`config.mk`:
```
export PLATFORM = sky130hd
export DESIGN_NAME = probe_trigger_unit
export DESIGN_NICKNAME = d
export VERILOG_FILES = /design/src/rtl/ptu_pkg.sv /design/src/rtl/ptu_rst_sync.sv /design/src/rtl/ptu_regs.sv /design/src/rtl/ptu_cmp.sv /design/src/rtl/probe_trigger_unit.sv
export SDC_FILE = /design/constraint.sdc
export NUM_CORES = 1
export LEC_CHECK = 0
export BUFFER_PORTS_ARGS = -buffer_cell sky130_fd_sc_hd__buf_2
export CAP_MARGIN = 20
export CORE_ASPECT_RATIO = 2
export CORE_MARGIN = 5
export CORE_UTILIZATION = 60
export DETAILED_ROUTE_END_ITERATION = 10
export GPL_TIMING_DRIVEN = 0
export HOLD_SLACK_MARGIN = 0.08
export PLACE_DENSITY_LB_ADDON = 0.2
export SETUP_SLACK_MARGIN = 0.02
export SYNTH_ARGS = -nofsm -noshare
export SYNTH_HDL_FRONTEND = slang
export SYNTH_SLANG_ARGS = --single-unit
```
`constraint.sdc`:
```
create_clock -name clk -period 8.4 [get_ports clk]
set_input_delay 0.42 -clock clk [delete_from_list [all_inputs] [get_ports clk]]
set_output_delay 0.42 -clock clk [all_outputs]
set_load 0.01 [all_outputs]
```
`src/rtl/ptu_pkg.sv`:
```
package ptu_pkg;
  localparam int REG_W = 16;

  typedef enum logic [3:0] {
    OP_OFF  = 4'd0,
    OP_RISE = 4'd1,
    OP_FALL = 4'd2,
    OP_CHG  = 4'd3,
    OP_LT   = 4'd4,
    OP_LE   = 4'd5,
    OP_GT   = 4'd6,
    OP_GE   = 4'd7,
    OP_EQ   = 4'd8,
    OP_NE   = 4'd9
  } ptu_op_e;

  // Any code above the last defined one maps to OP_OFF.
  function automatic ptu_op_e decode_op(input logic [REG_W-1:0] raw);
    if (raw > REG_W'(OP_NE)) return OP_OFF;
    return ptu_op_e'(raw[3:0]);
  endfunction
endpackage

```
`src/rtl/ptu_rst_sync.sv`:
```
module ptu_rst_sync (
  input  logic clk,
  input  logic rst_n,
  output logic rst_n_sync
);
  logic stage_q;

  always_ff @(posedge clk or negedge rst_n) begin
    if (!rst_n) begin
      stage_q    <= 1'b0;
      rst_n_sync <= 1'b0;
    end else begin
      stage_q    <= 1'b1;
      rst_n_sync <= stage_q;
    end
  end
endmodule

```
`src/rtl/ptu_regs.sv`:
```
module ptu_regs #(
  parameter int          NPROBE = 4,
  parameter logic [15:0] BASE   = 16'd3
) (
  input  logic                    clk,
  input  logic                    rst_n,
  input  logic                    reg_wr,
  input  logic                    reg_rd,
  input  logic [15:0]             reg_addr,
  input  logic [15:0]             reg_wdata,
  output logic [15:0]             reg_rdata,
  output logic                    reg_rvalid,
  output logic [NPROBE-1:0][15:0] op_o,
  output logic [NPROBE-1:0][15:0] arg_o
);
  localparam logic [15:0] LAST = BASE + 16'(2*NPROBE - 1);

  logic [NPROBE-1:0][15:0] op_q, arg_q;
  logic [15:0]             rdata_d;
  logic                    mapped;

  genvar g;
  generate
    for (g = 0; g < NPROBE; g++) begin : g_slot
      localparam logic [15:0] OP_ADDR  = BASE + 16'(2*g);
      localparam logic [15:0] ARG_ADDR = BASE + 16'(2*g + 1);
      logic op_en, arg_en;
      assign op_en  = reg_wr && (reg_addr == OP_ADDR);
      assign arg_en = reg_wr && (reg_addr == ARG_ADDR);

      always_ff @(posedge clk or negedge rst_n) begin
        if (!rst_n) begin
          op_q[g]  <= '0;
          arg_q[g] <= '0;
        end else begin
          if (op_en)  op_q[g]  <= reg_wdata;
          if (arg_en) arg_q[g] <= reg_wdata;
        end
      end
    end
  endgenerate

  assign mapped = (reg_addr >= BASE) && (reg_addr <= LAST);

  always_comb begin
    rdata_d = '0;
    for (int i = 0; i < NPROBE; i++) begin
      if (reg_addr == BASE + 16'(2*i))     rdata_d = op_q[i];
      if (reg_addr == BASE + 16'(2*i + 1)) rdata_d = arg_q[i];
    end
  end

  always_ff @(posedge clk or negedge rst_n) begin
    if (!rst_n) begin
      reg_rdata  <= '0;
      reg_rvalid <= 1'b0;
    end else begin
      reg_rvalid <= reg_rd;
      if (reg_rd) reg_rdata <= rdata_d;
    end
  end

  assign op_o  = op_q;
  assign arg_o = arg_q;

  p_rvalid_follows_r2: assert property (@(posedge clk) disable iff (!rst_n)
    reg_rd |=> reg_rvalid);
  p_idle_no_valid_r2: assert property (@(posedge clk) disable iff (!rst_n)
    !reg_rd |=> !reg_rvalid);
  p_unmapped_zero_r3: assert property (@(posedge clk) disable iff (!rst_n)
    (reg_rd && !mapped) |=> (reg_rdata == 16'd0));
endmodule

```
`src/rtl/ptu_cmp.sv`:
```
module ptu_cmp
  import ptu_pkg::*;
#(
  parameter int W = 1
) (
  input  logic         clk,
  input  logic         rst_n,
  input  logic [W-1:0] cur,
  input  logic [15:0]  op_raw,
  input  logic [15:0]  arg_raw,
  output logic         hit
);
  logic [W-1:0] prev_q;
  logic [W-1:0] arg_t;
  ptu_op_e      op;

  assign arg_t = arg_raw[W-1:0];
  assign op    = decode_op(op_raw);

  always_ff @(posedge clk or negedge rst_n) begin
    if (!rst_n) prev_q <= '0;
    else        prev_q <= cur;
  end

  always_comb begin
    unique case (op)
      OP_RISE: hit = |(cur & ~prev_q);
      OP_FALL: hit = |(~cur & prev_q);
      OP_CHG:  hit = (cur != prev_q);
      OP_LT:   hit = (cur <  arg_t);
      OP_LE:   hit = (cur <= arg_t);
      OP_GT:   hit = (cur >  arg_t);
      OP_GE:   hit = (cur >= arg_t);
      OP_EQ:   hit = (cur == arg_t);
      OP_NE:   hit = (cur != arg_t);
      default: hit = 1'b0;
    endcase
  end

  p_off_silent_r4: assert property (@(posedge clk) disable iff (!rst_n)
    ((op_raw == 16'd0) || (op_raw > 16'd9)) |-> !hit);
  p_steady_no_edge_r7: assert property (@(posedge clk) disable iff (!rst_n)
    ((op_raw == 16'd1 || op_raw == 16'd2 || op_raw == 16'd3) && (cur == prev_q)) |-> !hit);
endmodule

```
`src/rtl/probe_trigger_unit.sv`:
```
module probe_trigger_unit #(
  parameter int          NARROW = 3,
  parameter int          WIDE_W = 4,
  parameter logic [15:0] BASE   = 16'd3
) (
  input  logic              clk,
  input  logic              rst_n,
  input  logic              reg_wr,
  input  logic              reg_rd,
  input  logic [15:0]       reg_addr,
  input  logic [15:0]       reg_wdata,
  output logic [15:0]       reg_rdata,
  output logic              reg_rvalid,
  input  logic [NARROW-1:0] probe_bits,
  input  logic [WIDE_W-1:0] probe_nib,
  output logic              trigger_o
);
  localparam int NPROBE = NARROW + 1;

  logic                    rst_s;
  logic [NPROBE-1:0][15:0] op_w, arg_w;
  logic [NPROBE-1:0]       hit_w;
  logic                    trig_d;
  logic                    all_off;

  ptu_rst_sync u_rst (.clk(clk), .rst_n(rst_n), .rst_n_sync(rst_s));

  ptu_regs #(.NPROBE(NPROBE), .BASE(BASE)) u_regs (
    .clk(clk), .rst_n(rst_s),
    .reg_wr(reg_wr), .reg_rd(reg_rd), .reg_addr(reg_addr), .reg_wdata(reg_wdata),
    .reg_rdata(reg_rdata), .reg_rvalid(reg_rvalid),
    .op_o(op_w), .arg_o(arg_w)
  );

  genvar g;
  generate
    for (g = 0; g < NARROW; g++) begin : g_bit
      ptu_cmp #(.W(1)) u_cmp (
        .clk(clk), .rst_n(rst_s), .cur(probe_bits[g]),
        .op_raw(op_w[g]), .arg_raw(arg_w[g]), .hit(hit_w[g])
      );
    end
  endgenerate

  ptu_cmp #(.W(WIDE_W)) u_cmp_wide (
    .clk(clk), .rst_n(rst_s), .cur(probe_nib),
    .op_raw(op_w[NARROW]), .arg_raw(arg_w[NARROW]), .hit(hit_w[NARROW])
  );

  assign trig_d = |hit_w;

  always_comb begin
    all_off = 1'b1;
    for (int i = 0; i < NPROBE; i++)
      if (op_w[i] != 16'd0 && op_w[i] <= 16'd9) all_off = 1'b0;
  end

  always_ff @(posedge clk or negedge rst_s) begin
    if (!rst_s) trigger_o <= 1'b0;
    else        trigger_o <= trig_d;
  end

  p_all_off_quiet_r4: assert property (@(posedge clk) disable iff (!rst_s)
    $past(all_off) |-> !trigger_o);
  p_trig_delay_r9: assert property (@(posedge clk) disable iff (!rst_s)
    (|hit_w) |=> trigger_o);
  p_trig_needs_hit_r9: assert property (@(posedge clk) disable iff (!rst_s)
    !(|hit_w) |=> !trigger_o);
endmodule

```
## Word level (Yosys, flattened, before mapping)

Index checks and enable logic that the tools add are counted.

| word-level totals | value |
|---|---|
| output and inout bits | 18 |
| flip-flop bits (word level) | 155 |
| input bits | 43 |
| word-level logic and storage cells | 144 |

| operators by class | value |
|---|---|
| bitwise logic cells | 16 |
| mux-type cells | 24 |
| reduce and logical (&&, ||, !) cells | 11 |
| eq/ne operators | 56 |
| magnitude comparators | 20 |

Operators by type and width:

| kind | number |
|---|---|
| $mux 16 | 8 |
| $eq 16x3->1 const B | 4 |
| $eq 4x3->1 const B | 16 |
| $gt 16x4->1 const B | 4 |
| $eq 16x4->1 const B | 3 |
| $pmux 1 s9 | 4 |
| $eq 4x2->1 const B | 8 |
| $eq 4x4->1 const B | 8 |
| $mux 4 | 8 |
| $eq 16x2->1 const B | 1 |
| $eq 4x1->1 const B | 4 |
| $reduce_or 4->1 | 3 |
| $and 4x4->4 | 2 |
| $logic_and 1x1->1 | 8 |
| $ne 4x4->1 | 2 |
| $not 4->4 | 2 |
| $and 1x1->1 | 6 |
| $ne 1x1->1 | 6 |
| $not 1->1 | 6 |
| $eq 4x4->1 | 1 |
| $ge 4x4->1 | 1 |
| $gt 4x4->1 | 1 |
| $le 4x4->1 | 1 |
| $lt 4x4->1 | 1 |
| 6 further kinds | 19 |

## Depth between registers and ports, before layout

| logic depth | value |
|---|---|
| word-level depth | 9 |
| depth in mapped cells | 9 |
| depth with buffers taken out | 8 |

## Cells and area by module

From an unflattened synthesis, not the netlist that was laid out.

| second synthesis, totals | value |
|---|---|
| cells, all modules | 709 |
| area, all modules | 8206.6 um2 |

By module, submodules not included:

| module | times used | area an instance (um2) | seq. area each (um2) | cells each |
|---|---|---|---|---|
| ptu_regs | 1 | 7018.0 | 3628.5 | 570 |
| ptu_cmp at g_bit[0].u_cmp ... | 3 | 212.7 | 25.0 | 27 |
| ptu_cmp at u_cmp_wide | 1 | 464.2 | 100.1 | 53 |
| ptu_rst_sync | 1 | 53.8 | 50.0 | 3 |
| probe_trigger_unit | 1 | 32.5 | 25.0 | 2 |

## Least setup slack after synthesis

Ideal clock, no wire load.

| timing | value |
|---|---|
| path type | input port to flip-flop |
| start | input port reg_addr[5] |
| end | register u_regs.op_q (netlist bit u_regs.op_o[38]) |
| setup time | 0.125 ns |
| stages | 7 |
| data arrival time | 2.333 ns |
| path slack | 5.941 ns |
| cells stage by stage | or4_4 > or2_1 > buf_6 > nor3_4 > nand4_4 > buf_6 > mux2_4 |

| on the way | value |
|---|---|
| longest elaborated chain between the ends | 2 |

RTL lines:

| what | RTL line | text |
|---|---|---|
| start, declared | probe_trigger_unit.sv:10 | `input logic [15:0] reg_addr,` |
| $eq 16x3->1 | ptu_regs.sv:28 | `assign op_en = reg_wr && (reg_addr == OP_ADDR);` |
| $logic_and 1x1->1 | ptu_regs.sv:28 |  |
| end signal, assigned by index | ptu_regs.sv:36 | `if (op_en) op_q[g] <= reg_wdata;` |
| end, declared | ptu_regs.sv:18 | `logic [NPROBE-1:0][15:0] op_q, arg_q;` |

No other way between the ends.
A chain may end at the register's enable or synchronous reset.

## Worst setup path in the final report

| timing | value |
|---|---|
| start | input port reg_addr[9] |
| end | register u_regs.reg_rdata[3] |

| on the way | value |
|---|---|
| longest elaborated chain between the ends | 9 |
| elaborated cells on any way between the ends | 16 |
| those cells by class | eq/ne: 8; mux: 8 |

RTL lines:

| what | RTL line | text |
|---|---|---|
| $eq 16x2->1 | ptu_regs.sv:48 | `if (reg_addr == BASE + 16'(2*i)) rdata_d = op_q[i];` |
| $mux 16 | ptu_regs.sv:48 |  |
| $mux 16 | ptu_regs.sv:49 | `if (reg_addr == BASE + 16'(2*i + 1)) rdata_d = arg_q[i];` |
| $mux 16 | ptu_regs.sv:48 |  |
| $mux 16 | ptu_regs.sv:49 |  |
| $mux 16 | ptu_regs.sv:48 |  |
| $mux 16 | ptu_regs.sv:49 |  |
| $mux 16 | ptu_regs.sv:48 |  |
| $mux 16 (*) | ptu_regs.sv:49 |  |
| end signal, assigned | ptu_regs.sv:59 | `if (reg_rd) reg_rdata <= rdata_d;` |
| end, declared | ptu_regs.sv:11 | `output logic [15:0] reg_rdata,` |

Mark *: on every way between the ends. The rest lies on a longest branch, timed or not.

==> reports/qor.yml <==
status: "finished, final reports clean"
vias: 5850
tightest_slew_ns: 0.7842
grt_pass1_vias: 6247
max_cap_violations: 0
peakVddDrop_mv: 0.2130
ios: 61
syn_nets: 734
hp-class: "input pin to register"
fp.dieH_um: 171.8
cts_root_buf: "clkbuf_16"
critPathSlowestCell: "nor4_2"
synthMostInstantiatedCell: "dfrtp_1"
h-tree-depth: 4
dp_hpwl_um: 15290
finalNonFillerCells: 910
setup_violations: 0
slew_headroom: 0.4728
arrival_ns: 3.02
synthCells: 664
die_area_um2: 15610
routed_via_density: 6.429
cp.depth: 9
leakage_nw: 4.559
drtAntennaViolNets: 0
tns_ns: 0
cp.required_ns: 8.74
syn_avg_cell_area_um2: 11.82
cts_setup_buffers: 0
synthToLayoutAreaGrowth_pct: 14.83
synth_seq_area_share: 0.4942
die_w_um: 90.88
core_area_um2: 12920
yosys.area.top_type_share: 0.4942
insertedDiodeCount: 0
cts_buffers: 17
critical_path_class: "input pin to register"
grt_pass1_wl_um: 33290
synth_common_cells: "dfrtp_1 (155), mux2_2 (116), o21ai_0 (65)"
grt_max_degree: 73
synth_top_area_cell: "dfrtp_1"
power.density_nw_per_um2: 180.8
synth_ff_type: "dfrtp_1"
min_period_ns: 2.685
hold_viol_final: 0
setup_ws_ns: 5.715
synth_edf_count: 0
synth-seq-cells: 155
gp_congestion: 0.8925
rsz0062_at_grt: "false"
antenna_found_initial: 0
cp_top_family: "simple AND/OR/NAND/NOR gates"
startpoint_type: "input pin"
drt-pass1-iter-count: 4
crit_path_frequent_cell: "o21ai_0"
dp_slack_ns: 5.326
routed_wl_um: 20890
drt_iter0_drc: 446
clk_path_buf_depth: 2
slew_violations: 0
drc_errors: 0
placed_cells: 877
critPathBufInv: 3
path_cells: "buf_2 -> or4_1 -> buf_2 -> nor4_2 -> clkbuf_1 -> o21ai_0 -> nand2_1 -> o21ai_0 -> o21ai_0"
grt-ovfl-total: 0
drive_gt1_frac: 0.3245
skew_ns: 0.01267
track_usage: 0.2782
ys_types: 58
yosysWarnings: 0
r2r_cells: 7
fin_nets: 815
critical_path.max_fanout: 10
path_clk_slew_ns: 0.07
fmax_mhz: 372.4
clk_latency_ns: 0.42
ys_top_cells_by_area: "dfrtp_1 (49%), mux2_2 (17%), ha_1 (4.3%)"
end_kind: "register"
holdPathStages: 1
io_buffers: 59
wire_per_inst_um: 22.96
synthArstFlopShare: 1.000
initial_core_util: 0.6076
cpPeakStageDelay_ns: 0.61
cts.sinks: 155
syn-cell-area_um2: 7849
row_count: 59
cts_tree: "yes"
period_share: 0.3197
==> cell families (layout without fill, tap and decap cells) <==
family / count (synthesis) / in the layout / synth area share
buffers and inverters: 60 / 154 / 0.03762
multiplexers: 147 / 147 / 0.2127
AO/OA/AOI/OAI: 130 / 130 / 0.1030
other: 1 / 1 / 0.0004778
XOR/XNOR: 4 / 4 / 0.004464
AND/OR/NAND/NOR: 140 / 140 / 0.1046
adder cells (fa/ha/maj): 27 / 27 / 0.04304
flip-flops: 155 / 155 / 0.4942
==> layer usage <==
metal / GRT usage / vias to the layer above / part of all wire
li1: - / 2606 / -
met1: 0.2908 / 2964 / 0.35
met2: 0.5081 / 208 / 0.54
met3: 0.04464 / 72 / 0.033
met4: 0.1833 / 0 / 0.071
met5: 0 / - / 0
==> registers in the layout (all words and copies together) (netlist names) <==
signal              cells
u_regs.reg_rdata       16
u_cmp_wide.prev_q       4
u_regs.op_o            64
u_rst.rst_n_sync        1
u_regs.arg_o           64
u_regs.reg_rvalid       1
trigger_o               1
u_rst.stage_q           1
g_bit.u_cmp.prev_q      3
==> worst reg2reg max path: cells and delay by family (launching register included) <==
family | cells | cell delay [ns]
AO/OA/AOI/OAI | 5 | 0.90
adder cells (fa/ha/maj) | 1 | 0.17
flip-flops | 1 | 0.39
AND/OR/NAND/NOR | 1 | 0.49
==> layout by cell type (no fill, tap or decap), types with 17 or more instances in the layout <==
| master | synthesis | final |
|---|---|---|
| dfrtp_1 | 155 | 154 |
| mux2_2 | 116 | 116 |
| buf_2 | 7 | 66 |
| o21ai_0 | 65 | 65 |
| nand2_1 | 44 | 44 |
| inv_1 | 27 | 27 |
| ha_1 | 27 | 27 |
| mux2i_1 | 19 | 19 |
| a21oi_1 | 18 | 18 |
| nor4_1 | 17 | 17 |
| clkbuf_16 | 0 | 17 |
==> path summary, 6_finish.rpt <==
path / startpoint / endpoint / slack, ns
max: reg_addr[9] / u_regs.reg_rdata[3] / 5.71
min in group asynchronous: u_rst.rst_n_sync / u_regs.arg_o[62] / 0.23
max reg2reg: u_cmp_wide.prev_q[1] / trigger_o / 6.32
max in group asynchronous: u_rst.rst_n_sync / u_regs.op_o[20] / 7.51
min reg2reg: u_rst.rst_n_sync / u_regs.arg_o[62] / 0.23
min: probe_nib[0] / u_cmp_wide.prev_q[0] / 0.14
==> report_power, final <==
part | leakage (nW) | switching [mW] | internal [mW]
clock | 0.287 | 0.324 | 0.461
sequential | 2.13 | 0.00511 | 0.752
combinational | 2.14 | 0.0587 | 0.0281
total | 4.56 | 0.388 | 1.24
==> repair_timing <==
action / in CTS / in global routing
gates resized for setup: 0 / 0
endpoints found under the hold margin: 2 / 0
hold buffers: 1 / 0
==> area by class of cell <==
type                            instances  area, µm²
Timing Repair Buffer                   62      360.3
Tap cell                              152      190.2
Buffer                                 32      190.2
Sequential cell                       155       3882
Fill cell                             934       3906
Clock buffer                           19      452.9
Multi-Input combinational cell        449       3675
Inverter                               28      105.1
Clock inverter                         13      156.4
==> through the flow <==
stage                     hold slack, ns  power (mW)  cell area, µm²    util
after floorplan                   0.1244      0.8124            7849       -
after global placement            0.2048      0.8510            8334  0.6451
after detailed placement          0.2064      0.8579            8393  0.6497
after CTS                         0.1408       1.632            9012  0.6976
after global routing              0.1325       1.677            9012  0.6976
final                             0.1437       1.629            9012  0.6976
(Power assumes the default switching activity.)
